===== src/rtl/sq_pkg.sv =====
package sq_pkg;
  typedef enum logic [1:0] {
    FWD_NONE  = 2'd0,
    FWD_HIT   = 2'd1,
    FWD_STALL = 2'd2
  } fwd_kind_e;
endpackage


===== src/rtl/sq_ctrl.sv =====
module sq_ctrl #(
  parameter int DEPTH = 4,
  localparam int PTR_W = $clog2(DEPTH),
  localparam int CNT_W = PTR_W + 1
) (
  input  logic             clk,
  input  logic             rst_n,
  input  logic             push,
  input  logic             pop,
  input  logic             bar_valid,
  output logic [PTR_W-1:0] head_ptr,
  output logic [PTR_W-1:0] tail_ptr,
  output logic             full,
  output logic             empty,
  output logic             bar_block
);
  logic [PTR_W-1:0] head_q, head_d, tail_q, tail_d;
  logic [CNT_W-1:0] cnt_q, cnt_d;
  logic             bar_pend_q, bar_pend_d;

  always_comb begin
    head_d = head_q;
    tail_d = tail_q;
    cnt_d  = cnt_q;
    if (push) tail_d = tail_q + 1'b1;
    if (pop)  head_d = head_q + 1'b1;
    if (push && !pop)      cnt_d = cnt_q + 1'b1;
    else if (pop && !push) cnt_d = cnt_q - 1'b1;
    bar_pend_d = (bar_pend_q || bar_valid) && (cnt_d != '0);
  end

  always_ff @(posedge clk or negedge rst_n) begin
    if (!rst_n) begin
      head_q     <= '0;
      tail_q     <= '0;
      cnt_q      <= '0;
      bar_pend_q <= 1'b0;
    end else begin
      head_q     <= head_d;
      tail_q     <= tail_d;
      cnt_q      <= cnt_d;
      bar_pend_q <= bar_pend_d;
    end
  end

  assign head_ptr  = head_q;
  assign tail_ptr  = tail_q;
  assign full      = (cnt_q == CNT_W'(DEPTH));
  assign empty     = (cnt_q == '0);
  assign bar_block = bar_pend_q;

  AST_NO_OVERFLOW: assert property (@(posedge clk) disable iff (!rst_n)
    push |-> (cnt_q < CNT_W'(DEPTH)));
  AST_NO_UNDERFLOW: assert property (@(posedge clk) disable iff (!rst_n)
    pop |-> (cnt_q != '0));
  AST_BARRIER_DRAINED: assert property (@(posedge clk) disable iff (!rst_n)
    $fell(bar_pend_q) |-> (cnt_q == '0));
endmodule


===== src/rtl/sq_entries.sv =====
module sq_entries #(
  parameter int DEPTH    = 4,
  parameter int AW       = 16,
  parameter int DW       = 32,
  parameter int LINE_LG2 = 2,
  localparam int PTR_W = $clog2(DEPTH),
  localparam int BW    = DW / 8,
  localparam int LW    = AW - LINE_LG2
) (
  input  logic             clk,
  input  logic             rst_n,
  input  logic             push,
  input  logic [PTR_W-1:0] tail_ptr,
  input  logic [AW-1:0]    st_addr,
  input  logic [DW-1:0]    st_data,
  input  logic [BW-1:0]    st_be,
  input  logic             st_line_ok,
  input  logic             fill_valid,
  input  logic [LW-1:0]    fill_line,
  input  logic             pop,
  input  logic [PTR_W-1:0] head_ptr,
  output logic [AW-1:0]    ent_addr [DEPTH],
  output logic [DW-1:0]    ent_data [DEPTH],
  output logic [BW-1:0]    ent_be   [DEPTH],
  output logic             ent_vld  [DEPTH],
  output logic             ent_rdy  [DEPTH]
);
  logic st_fill_hit;
  assign st_fill_hit = fill_valid && (fill_line == st_addr[AW-1:LINE_LG2]);

  for (genvar g = 0; g < DEPTH; g++) begin : g_ent
    logic          wr_en, pop_en, fill_en;
    logic [AW-1:0] addr_q;
    logic [DW-1:0] data_q;
    logic [BW-1:0] be_q;
    logic          vld_q, vld_d, rdy_q, rdy_d;

    assign wr_en   = push && (tail_ptr == PTR_W'(g));
    assign pop_en  = pop && (head_ptr == PTR_W'(g));
    assign fill_en = fill_valid && vld_q && (addr_q[AW-1:LINE_LG2] == fill_line);

    always_comb begin
      vld_d = vld_q;
      rdy_d = rdy_q;
      if (pop_en) begin
        vld_d = 1'b0;
        rdy_d = 1'b0;
      end
      if (fill_en) rdy_d = 1'b1;
      if (wr_en) begin
        vld_d = 1'b1;
        rdy_d = st_line_ok || st_fill_hit;
      end
    end

    always_ff @(posedge clk or negedge rst_n) begin
      if (!rst_n) begin
        vld_q <= 1'b0;
        rdy_q <= 1'b0;
      end else begin
        vld_q <= vld_d;
        rdy_q <= rdy_d;
      end
    end

    always_ff @(posedge clk or negedge rst_n) begin
      if (!rst_n) begin
        addr_q <= '0;
        data_q <= '0;
        be_q   <= '0;
      end else if (wr_en) begin
        addr_q <= st_addr;
        data_q <= st_data;
        be_q   <= st_be;
      end
    end

    assign ent_addr[g] = addr_q;
    assign ent_data[g] = data_q;
    assign ent_be[g]   = be_q;
    assign ent_vld[g]  = vld_q;
    assign ent_rdy[g]  = rdy_q;

    AST_LEAVE_ONLY_READY: assert property (@(posedge clk) disable iff (!rst_n)
      pop_en |-> (vld_q && rdy_q));
  end
endmodule


===== src/rtl/sq_fwd.sv =====
module sq_fwd
  import sq_pkg::*;
#(
  parameter int DEPTH = 4,
  parameter int AW    = 16,
  parameter int DW    = 32,
  localparam int PTR_W = $clog2(DEPTH),
  localparam int BW    = DW / 8
) (
  input  logic             clk,
  input  logic             rst_n,
  input  logic [PTR_W-1:0] head_ptr,
  input  logic [AW-1:0]    ent_addr [DEPTH],
  input  logic [DW-1:0]    ent_data [DEPTH],
  input  logic [BW-1:0]    ent_be   [DEPTH],
  input  logic             ent_vld  [DEPTH],
  input  logic             ld_valid,
  input  logic [AW-1:0]    ld_addr,
  input  logic [BW-1:0]    ld_be,
  output fwd_kind_e        kind,
  output logic [DW-1:0]    fwd_data
);
  logic          found;
  logic [BW-1:0] sel_be;
  logic [DW-1:0] sel_data;

  // Walk from oldest to youngest; later matches overwrite earlier ones.
  always_comb begin
    found    = 1'b0;
    sel_be   = '0;
    sel_data = '0;
    for (int i = 0; i < DEPTH; i++) begin
      logic [PTR_W-1:0] idx;
      idx = head_ptr + PTR_W'(i);
      if (ent_vld[idx] && (ent_addr[idx] == ld_addr) && ((ent_be[idx] & ld_be) != '0)) begin
        found    = 1'b1;
        sel_be   = ent_be[idx];
        sel_data = ent_data[idx];
      end
    end
  end

  always_comb begin
    kind     = FWD_NONE;
    fwd_data = '0;
    if (ld_valid && found) begin
      if ((sel_be & ld_be) == ld_be) begin
        kind     = FWD_HIT;
        fwd_data = sel_data;
      end else begin
        kind = FWD_STALL;
      end
    end
  end

  AST_IDLE_LOOKUP: assert property (@(posedge clk) disable iff (!rst_n)
    !ld_valid |-> (kind == FWD_NONE));
endmodule


===== src/rtl/store_queue.sv =====
module store_queue
  import sq_pkg::*;
#(
  parameter int DEPTH    = 4,
  parameter int AW       = 16,
  parameter int DW       = 32,
  parameter int LINE_LG2 = 2,
  localparam int PTR_W = $clog2(DEPTH),
  localparam int BW    = DW / 8,
  localparam int LW    = AW - LINE_LG2
) (
  input  logic          clk,
  input  logic          rst_n,
  input  logic          st_valid,
  input  logic [AW-1:0] st_addr,
  input  logic [DW-1:0] st_data,
  input  logic [BW-1:0] st_be,
  input  logic          st_line_ok,
  output logic          st_ready,
  output logic          rfo_valid,
  output logic [LW-1:0] rfo_line,
  input  logic          fill_valid,
  input  logic [LW-1:0] fill_line,
  input  logic          ld_valid,
  input  logic [AW-1:0] ld_addr,
  input  logic [BW-1:0] ld_be,
  output logic          ld_hit,
  output logic [DW-1:0] ld_data,
  output logic          ld_stall,
  input  logic          bar_valid,
  output logic          wr_valid,
  output logic [AW-1:0] wr_addr,
  output logic [DW-1:0] wr_data,
  output logic [BW-1:0] wr_be,
  input  logic          wr_ready
);
  logic [PTR_W-1:0] head_ptr, tail_ptr;
  logic             full, empty, bar_block, push, pop;
  logic [AW-1:0]    ent_addr [DEPTH];
  logic [DW-1:0]    ent_data [DEPTH];
  logic [BW-1:0]    ent_be   [DEPTH];
  logic             ent_vld  [DEPTH];
  logic             ent_rdy  [DEPTH];
  fwd_kind_e        kind;

  assign st_ready  = !full && !bar_block;
  assign push      = st_valid && st_ready;
  assign rfo_valid = push && !st_line_ok;
  assign rfo_line  = st_addr[AW-1:LINE_LG2];

  assign wr_valid = ent_vld[head_ptr] && ent_rdy[head_ptr];
  assign wr_addr  = ent_addr[head_ptr];
  assign wr_data  = ent_data[head_ptr];
  assign wr_be    = ent_be[head_ptr];
  assign pop      = wr_valid && wr_ready;

  sq_ctrl #(.DEPTH(DEPTH)) u_ctrl (
    .clk, .rst_n, .push, .pop, .bar_valid,
    .head_ptr, .tail_ptr, .full, .empty, .bar_block
  );

  sq_entries #(.DEPTH(DEPTH), .AW(AW), .DW(DW), .LINE_LG2(LINE_LG2)) u_ent (
    .clk, .rst_n, .push, .tail_ptr, .st_addr, .st_data, .st_be, .st_line_ok,
    .fill_valid, .fill_line, .pop, .head_ptr,
    .ent_addr, .ent_data, .ent_be, .ent_vld, .ent_rdy
  );

  sq_fwd #(.DEPTH(DEPTH), .AW(AW), .DW(DW)) u_fwd (
    .clk, .rst_n, .head_ptr, .ent_addr, .ent_data, .ent_be, .ent_vld,
    .ld_valid, .ld_addr, .ld_be, .kind, .fwd_data(ld_data)
  );

  assign ld_hit   = (kind == FWD_HIT);
  assign ld_stall = (kind == FWD_STALL);

  AST_WR_HOLD: assert property (@(posedge clk) disable iff (!rst_n)
    (wr_valid && !wr_ready) |=> (wr_valid && $stable(wr_addr) && $stable(wr_data) && $stable(wr_be)));
  AST_HIT_XOR_STALL: assert property (@(posedge clk) disable iff (!rst_n)
    !(ld_hit && ld_stall));
  AST_EMPTY_OPEN: assert property (@(posedge clk) disable iff (!rst_n)
    (empty && !$past(bar_valid)) |-> st_ready);
endmodule


===== config.mk =====
export PLATFORM = sky130hd
export DESIGN_NAME = store_queue
export DESIGN_NICKNAME = d
export VERILOG_FILES = /design/src/rtl/sq_pkg.sv /design/src/rtl/sq_ctrl.sv /design/src/rtl/sq_entries.sv /design/src/rtl/sq_fwd.sv /design/src/rtl/store_queue.sv
export SDC_FILE = /design/constraint.sdc
export NUM_CORES = 1
export LEC_CHECK = 0
export CORE_ASPECT_RATIO = 1.4
export CORE_MARGIN = 2
export CORE_UTILIZATION = 42
export DETAILED_ROUTE_END_ITERATION = 10
export GPL_TIMING_DRIVEN = 0
export HOLD_SLACK_MARGIN = 0.08
export PLACE_DENSITY = 0.61
export SLEW_MARGIN = 5
export SYNTH_ARGS = -nofsm -noshare
export SYNTH_HDL_FRONTEND = slang
export SYNTH_SLANG_ARGS = --single-unit
export TNS_END_PERCENT = 100

===== constraint.sdc =====
create_clock -name clk -period 16.1 [get_ports clk]
set_input_delay 2.415 -clock clk [delete_from_list [all_inputs] [get_ports clk]]
set_output_delay 2.415 -clock clk [all_outputs]
set_load 0.005 [all_outputs]

==> flow_results.org, run 1 <==
** Timing
- Final cycle utilization of the critical path :: 75.93%
- Rel. slew slack :: 22.53%
- For the pin with the worst max-slew slack, the measured transition is 1.152 ns.
- After layout, the minimum clock period comes to 12.22 ns.
- Maximum achievable frequency :: 0.08180 GHz
- The hold violation total from the final report came to 0.
- Final total negative setup slack :: 0 ns
- Clock skew on the completed layout was measured at 0.03171 ns.
- The total count of max-transition violations in the final report is 0.
- Setup violations remaining at the end of the flow were counted as 0.
- Unrepaired setup endpoints after global routing :: no
- Across all hold checks on the routed design, the worst slack comes to 0.4992 ns.

** Finish
- Cells with a size suffix above 1 make up 32.48% of the layout.
- Counting the fill cells in the layout gives 3685.
- From synthesis to final layout, the design area changed by 18.91%.
- Count of antenna diodes in the layout :: 0
- Total Nets Final :: 1694

** Worst setup path
- Largest fanout on the critical path :: 10
- The worst setup path is of the flop to output pin kind.
- In this run the critical register-to-register path is launched from u_ctrl.head_ptr[1]$_DFFE_PN0P_.
- Setup slack on the worst flop-to-flop path :: 9.31 ns
- At the worst endpoint, the arrival time is 9.81 ns.
- CP Capture Type :: output pin
- Data required time of the worst path :: 13.69 ns
- Critical path launch point type :: flop
- The number of buffers and inverters on the critical path is 16.
- On the worst path, the slowest cell contributes a delay of 0.65 ns.
- Among cell families on the critical path, the largest total delay comes from buffers and inverters.
- Source of the critical timing path :: u_ctrl.head_ptr[1]$_DFFE_PN0P_
- In this design, the critical path's most frequently occurring cell is buf_2.
- For this design, the slowest cell found on the critical path is clkbuf_1.

** Floorplanning
- Area of the die :: 0.04304 mm²
- Die Width :: 175.9 µm
- Number of ports placed on the die boundary :: 197
- The floorplan has 88 rows.
- Vert. Die Dim :: 244.7 µm
- The initial utilization of the core area, before any placement, comes to 42.31%.
- Area of the core region :: 0.04107 mm²

** Yosys
- Yosys mapped a number of flops with a built-in enable equal to 0.
- Summed over its instances, the top area cell type makes up 32.26% of the synthesized netlist area.
- For this run, the number of Yosys warnings is 0.
- Synthesized net count :: 1496
- Mean instance size in the synthesized netlist :: 12.49 µm²
- Share of synthesized area occupied by flip-flops and latches :: 32.26%
- FF+latch count, synth :: 224
- Ranking of synthesized cells by area :: dfrtp_1 (32%), mux4_2 (24%), mux2_2 (14%)
- The most used flip-flop cell after synthesis is dfrtp_1.
- The biggest area contributor in the post-synthesis netlist is dfrtp_1.
- After synthesis the cells add up to 0.01738 mm².
- Fraction of registers with async set or reset after synthesis :: 100.0%
- Post-synthesis instance total :: 1391
- The synthesized netlist contains 61 unique library cells.

** Power
- Leakage Power :: 7.760 nW
- PwrDens :: 230.4 mW/mm²
- The design draws 4.760 mW.
- VDD sags by at most 0.1223 mV.

** Run
- Max-cap violations in this run came to 0.

** Route
- DRC violations left :: 0
- Met3 wirelength from detailed routing :: 3748 µm
- Routed metal-1 wirelength :: 21470 µm
- Amount of wire on met2 after detailed routing :: 30420 µm
- After detailed routing, the total wire length is 59160 µm.
- Routed len/inst :: 27.55 µm
- The detail route stage leaves a number of antenna-violating nets equal to 0.
- Iteration count of the initial detailed-routing pass :: 5
- Max Used Layer :: met5
- Using the TritonRoute via totals, the vias-per-cell ratio works out to 6.331.
- Via count :: 13592
- The first routing iteration left 1132 violations.

** Placed design
- GPL Wtd Cong :: 0.9589
- IO Port Bufs :: 168
- DPL Wire Length :: 43600 µm

** Min path
- The path class of the tightest hold or removal check is flop to flop.
- The startpoint identified for the worst hold timing path is u_ctrl.bar_block$_DFF_PN0_.

** Status
- The run finished with clean final reports.

** Clock tree
- Setup repair bufs after CTS :: 0
- CTS built an H-tree with a depth of 1.
- CTS placed an instance of clkbuf_16 at the clock tree root.
- Number of gates resized after CTS :: 0
- TritonCTS built the clock tree.
- Clock latency on the worst-skew pair, taken at its later pin, is 0.57 ns.
- Number of sinks on the clock net :: 224
- In this run the deepest clock path goes through 3 buffers.
- CTS buffer count :: 26
- Clock-pin transition on the worst setup and hold timing paths :: 0.06 ns
- # hold bufs at CTS :: 0

** GRT
- Final global-route overflow total :: 0
- The number of global-route vias before repair was 13958.
- The initial antenna violation count was 3.
- Pin count of the biggest net entering global routing :: 112
- GR Util All Layers :: 27.35%
- The first global-routing pass estimated 88530 µm of wire.
[cells in the mapped netlist (3+ instances only)]
cell type and n:
a22oi_1 4, buf_4 21, dfrtp_1 224, ha_1 11, a21oi_1 67, o211ai_1 3, a31oi_1 4, nand2b_1 3
o22ai_1 3, a21o_1 3, mux2i_1 64, and2_1 3, and3_1 6, xnor2_1 87, buf_2 14, nand3_1 44
nor3_1 13, nor4_1 11, nand4_1 16, a211oi_2 29, xor2_1 58, mux4_2 186, nor2b_1 6, nand2_1 63
clkbuf_1 84, inv_1 15, nor2_1 9, a32o_1 4, o21ai_0 51, a211oi_1 3, buf_1 18, mux2_2 213
buf_6 12
[cells in the final DEF (no fill, tap or decap), types with 4 or more instances in the layout]
cell type and n:
ha_1 11, buf_1 18, buf_2 14, a31oi_1 4, xnor2_1 87, clkbuf_16 26
buf_6 12, nand3_1 44, mux2i_1 64, nor4_1 11, mux4_2 186, clkdlybuf4s50_1 167
buf_4 21, inv_1 15, clkbuf_1 91, nor3_1 13, a32o_1 4, nand4_1 16
a211oi_2 29, mux2_2 213, nand2_1 63, dfrtp_1 224, a21oi_1 67, clkbuf_8 7
a22oi_1 4, nor2b_1 6, o21ai_0 51, and3_1 6, xor2_1 58, nor2_1 9
[routing by layer]
layer / up-vias / GRT usage, %
met1: 6998 / 32.21
met2: 650 / 48.44
li1: 5757 / -
met4: 6 / 14.15
met5: - / 0
met3: 181 / 3.826
[power by group]
part	leakage [nW]	switching (mW)	internal (mW)
Sequential	2.72	0.438	0.842
Clock	0.427	0.250	0.361
Combinational	4.61	1.24	1.62
[worst paths after layout]
kind	end	cells past startpoint
setup / recovery	ld_data[21]	25
hold / removal	u_ctrl.bar_block$_DFF_PN0_	1
setup reg to reg	u_ctrl.head_ptr[1]$_DFFE_PN0P_	18
hold reg to reg	u_ctrl.bar_block$_DFF_PN0_	1
max in group asynchronous	u_ent.g_ent[0].data_q[1]$_DFFE_PN0P_	3
min in group asynchronous	u_ent.g_ent[0].addr_q[1]$_DFFE_PN0P_	1
[cells by family (layout without fill, tap and decap cells)]
kind of cell | after synthesis | after routing | synth area share (%)
DFF | 224 | 224 | 32.26
muxes | 463 | 463 | 41.60
xor gates and xnor gates | 145 | 145 | 7.309
and+or+nand+nor | 187 | 187 | 5.494
adders and majority gates | 12 | 12 | 0.8497
buffers and inverters | 164 | 380 | 4.616
AOI/OAI and AO/OA | 196 | 196 | 7.871
[per-stage QoR]
| step | area, µm² | util (%) | setup WS [ns] | instances |
|---|---|---|---|---|
| after floorplan | 17380 | - | 7.934 | 1391 |
| after global placement | 19730 | 48.05 | 3.007 | 2099 |
| after detailed placement | 19790 | 48.19 | 4.598 | 2101 |
| after CTS | 20660 | 50.31 | 3.976 | 2147 |
| after global routing | 20660 | 50.31 | 3.584 | 2147 |
| final | 20660 | 50.31 | 3.876 | 2147 |
[sequential cells by signal, indices dropped and copies added (netlist names)]
signal	flops
u_ctrl.bar_block	1
u_ctrl.cnt_q	3
u_ctrl.tail_ptr	2
u_ent.g_ent.vld_q	4
u_ent.g_ent.data_q	128
u_ctrl.head_ptr	2
u_ent.g_ent.be_q	16
u_ent.g_ent.addr_q	64
u_ent.g_ent.rdy_q	4
[layout make-up]
| cell class | instances | area (µm²) | share of cell area (%) |
|---|---|---|---|
| multi-input combinational | 1003 | 10970 | 53.09 |
| sequential | 224 | 5605 | 27.13 |
| timing repair buffer | 170 | 1742 | 8.430 |
| clock buffer | 40 | 773.2 | 3.743 |
| buffer | 149 | 745.7 | 3.609 |
| tap | 540 | 675.6 | 3.270 |
| clock inverter | 6 | 95.09 | 0.4602 |
| inverter | 15 | 56.30 | 0.2725 |
(Power assumes the default switching activity.)
==> run 2: changes to the inputs <==
- clock period: 16.1 -> 11.6 ns (I/O delays scaled with it)
==> flow_results.org, run 2 (synthesis results as in run 1) <==
** GRT
- The total track usage was 27.35% (unchanged).
- Global-route wire length before repair :: 88530 µm (unchanged)
- The number of global-route vias before repair is 13958 (unchanged).
- Pin count of the biggest net entering global routing :: 112 (unchanged)
- The initial antenna violation count was 3 (unchanged).
- The global route total overflow came to 0 (unchanged).

** Power
- The static leakage is 7.763 nW (about the same).
- The clock network power share is 12.8% (about the same).
- PwrDens :: 319.8 mW/mm² (+39%)
- The switching power share of the total was 40.61% (about the same).
- Combinational cell fraction of total power :: 60.3% (about the same)
- Sequential share of power :: 26.9% (about the same)
- Maximum vdd ir drop :: 0.1699 mV (+39%)
- The net load switching power was 2.683 mW (+39%).
- The internal power is 3.924 mW (+39%).
- The overall power is 6.608 mW (+39%).

** Worst setup path
- Cell class contributing the biggest share of worst-path delay :: buffers and inverters
- Critical path launch point type :: flop
- Type of the worst setup path :: flop to output pin
- The worst setup path is captured at an output pin.
- The endpoint required time on the critical path is 9.86 ns (-3.83 ns).
- Number of buffer and inverter stages on the critical path :: 16 (unchanged)
- Top cell by count, worst path :: buf_2
- The depth of the worst register-to-register path came to 18 (unchanged).
- Setup slack on the worst flop-to-flop path :: 5.09 ns (-4.22 ns)
- Source of the critical timing path :: u_ctrl.head_ptr[1]$_DFFE_PN0P_
- The delay of the slowest critical-path stage was 0.59 ns (-0.06 ns).
- Endpoint of the lowest-slack register-to-register path :: u_ctrl.head_ptr[1]$_DFFE_PN0P_
- The slowest stage of the critical path belongs to the cell clkdlybuf4s50_1.
- The startpoint identified for the worst register-to-register timing path is u_ctrl.head_ptr[1]$_DFFE_PN0P_.
- The peak fanout along the critical path is 10 (unchanged).
- Total stage count of the critical path :: 24 (-4.0%)
- Arrival time reported for the critical path endpoint :: 9.57 ns (-0.24 ns)
- Traced cell by cell, the critical path runs through buf_2 -> buf_6 -> buf_6 -> buf_2 -> buf_2 -> buf_2 -> clkbuf_1 -> clkbuf_2 -> inv_1 -> ha_1 -> buf_4 -> buf_2 -> buf_4 -> buf_4 -> mux4_2 -> xnor2_1 -> nand4_1 -> nor2_1 -> nand3_1 -> inv_1 -> o41a_1 -> clkbuf_1 -> nor4b_2 -> clkdlybuf4s50_1.

** Floorplanning
- Number of ports placed on the die boundary :: 197 (unchanged)
- The die area came to 0.04304 mm² (unchanged).
- Initial standard-cell utilization of the core :: 42.31% (unchanged)
- The cell row count is 88 (unchanged).
- The die span in x is 175.9 µm (unchanged).
- The die height is 244.7 µm (unchanged).
- The area inside the core boundary came to 0.04107 mm² (unchanged).

** Timing
- Slew of the pin with the lowest slew margin :: 1.174 ns (+0.02139 ns)
- Maximum achievable frequency :: 0.08842 GHz
- Max Slew Vio Count :: 0 (unchanged)
- Final-report hold violation count :: 0 (unchanged)
- Crit path setup slack, layout :: 0.2903 ns (-3.585 ns)
- Final cycle utilization of the critical path :: 97.50%
- Crit path time final :: 11.31 ns
- Setup repair after global routing left no endpoint under its margin.
- Rel. slew slack :: 21.09% (-1.4 points)
- The worst setup skew after layout was 0.03330 ns (+0.001593 ns).
- Setup violations, final :: 0 (unchanged)

** Min path
- For hold timing, the worst endpoint is u_ctrl.bar_block$_DFF_PN0_.
- Type of the worst min-delay path :: flop to flop
- Number of stages on the worst hold path :: 1 (unchanged)
- The startpoint identified for the worst hold timing path is u_ctrl.bar_block$_DFF_PN0_.

** Route
- The post-detailed-route DRC marker count came to 0 (unchanged).
- Iteration count of the initial detailed-routing pass :: 5 (unchanged)
- The number of vias per cell after detailed routing was 6.335 (about the same).
- The number of violations reported at the end of detailed-routing iteration 0 is 1075 (-5.0%).
- The average wire per cell in the routed design is 27.58 µm (+0.11%).
- The number of routed nets with antenna violations came to 0 (unchanged).
- The total number of vias was 13601 (+0.066%).
- The final wirelength came to 59220 µm (+0.11%).

** Finish
- In the layout the commonest cells are dfrtp_1 (224), mux2_2 (213), mux4_2 (186).
- Total Nets Final :: 1694 (unchanged)
- Count of antenna diodes in the layout :: 0 (unchanged)
- Layout cells sized above 1 :: 32.55% (+0.062 points)
- Max reg flops :: 128 (unchanged)
- Multi-input gate area in the final layout :: 0.01097 mm² (unchanged)
- The library cell used most frequently in the layout, excluding fill and tap cells, is dfrtp_1.
- The largest registers in the layout are u_ent.g_ent.data_q: 128 flops, u_ent.g_ent.addr_q: 64 flops, u_ent.g_ent.be_q: 16 flops.
- Filler instances :: 3684 (-0.027%)
- The sequential cell area was 0.005605 mm² (unchanged).
- More flip-flops sit in one register than any other, and that register is u_ent.g_ent.data_q.
- Layout area overhead :: 18.92% (about the same)

** Clock tree
- Setup repair bufs after CTS :: 0 (unchanged)
- Clk_lat worst skew :: 0.57 ns (about the same)
- Cell chosen for the clock root :: clkbuf_16
- The count of hold buffers inserted by post-cts repair was 0 (unchanged).
- The clock net sink count came to 224 (unchanged).
- Clock tree buffer depth :: 3 (unchanged)
- The CTS H-tree depth was 1 (unchanged).
- The number of clock buffers inserted by TritonCTS is 26 (unchanged).
- TritonCTS clock tree :: built
- Clock-pin transition on the worst setup and hold timing paths :: 0.06 ns (about the same)

** Placed design
- IO Port Bufs :: 168 (unchanged)
- The worst slack after detailed placement was 0.7728 ns (-3.825 ns).
- DPL Wire Length :: 43600 µm (unchanged)
- GPL Wtd Cong :: 0.9589 (unchanged)

** Status
- The flow ran to the end, and the final reports show no timing, DRC or antenna violations.

** Run
- The max capacitance violation total was 0 (unchanged).
## run 2: worst max path at each step
stage,end,slack (ns)
6_report,ld_data[30],0.29
3_3_place_gp,u_ent.g_ent[3].addr_q[5]$_DFFE_PN0P_,-0.82
3_5_place_dp,ld_data[30],0.77
4_1_cts,ld_data[30],0.15
2_1_floorplan,ld_data[10],4.11
5_1_grt,ld_data[24],0.05
## run 2: per-stage QoR
step                      util, %  hold slack (ns)  cells  setup TNS (ns)  area [µm²]
after floorplan                 -           0.4657   1391               0       17380
after global routing        50.31           0.5249   2147               0       20660
after global placement      48.05           0.4803   2099         -175.37       19730
final                       50.31           0.4976   2147               0       20660
after CTS                   50.31           0.5012   2147               0       20660
after detailed placement    48.19           0.4875   2101               0       19790
## run 2: area by class of cell
| cell class | count | share of cell area, % |
|---|---|---|
| Timing Repair Buffer | 170 | 8.429 |
| Sequential cell | 224 | 27.13 |
| Buffer | 149 | 3.615 |
| Clock inverter | 6 | 0.4602 |
| Clock buffer | 40 | 3.742 |
| Multi-Input combinational cell | 1003 | 53.08 |
| Tap cell | 540 | 3.270 |
| Inverter | 15 | 0.2725 |
## run 2: power groups by stage
stage	clock network [mW]	logic (mW)	registers, mW
after detailed placement	0	3.96	1.76
after CTS	0.862	3.98	1.75
after floorplan	0	2.85	1.51
after global placement	0	3.93	1.72
final	0.849	3.98	1.77
after global routing	0.895	4.21	1.82
## run 2: timing repair
item / CTS / global route
resized for setup: 0 / 2
endpoints found under the hold margin: 0 / 0
endpoints found under the setup margin: 0 / 29
## run 2: layer usage
metal | wire [µm] | track usage (%) | vias to the layer above
met3 | 3644 | 3.826 | 181
met5 | 39 | 0 | -
met1 | 21650 | 32.21 | 7012
met4 | 3506 | 14.15 | 6
met2 | 30380 | 48.44 | 640
li1 | - | - | 5762
## run 2: worst register-to-register path, cell delays in order, from the launching register on
cell,delay [ns]
dfrtp_1,0.37
buf_2,0.31
buf_6,0.24
buf_6,0.20
buf_2,0.40
buf_2,0.49
buf_2,0.46
clkbuf_1,0.57
clkbuf_2,0.45
inv_1,0.16
ha_1,0.30
buf_4,0.16
buf_2,0.33
buf_4,0.30
buf_4,0.30
clkbuf_1,0.47
buf_1,0.69
nand2_1,0.12
o21ai_0,0.10
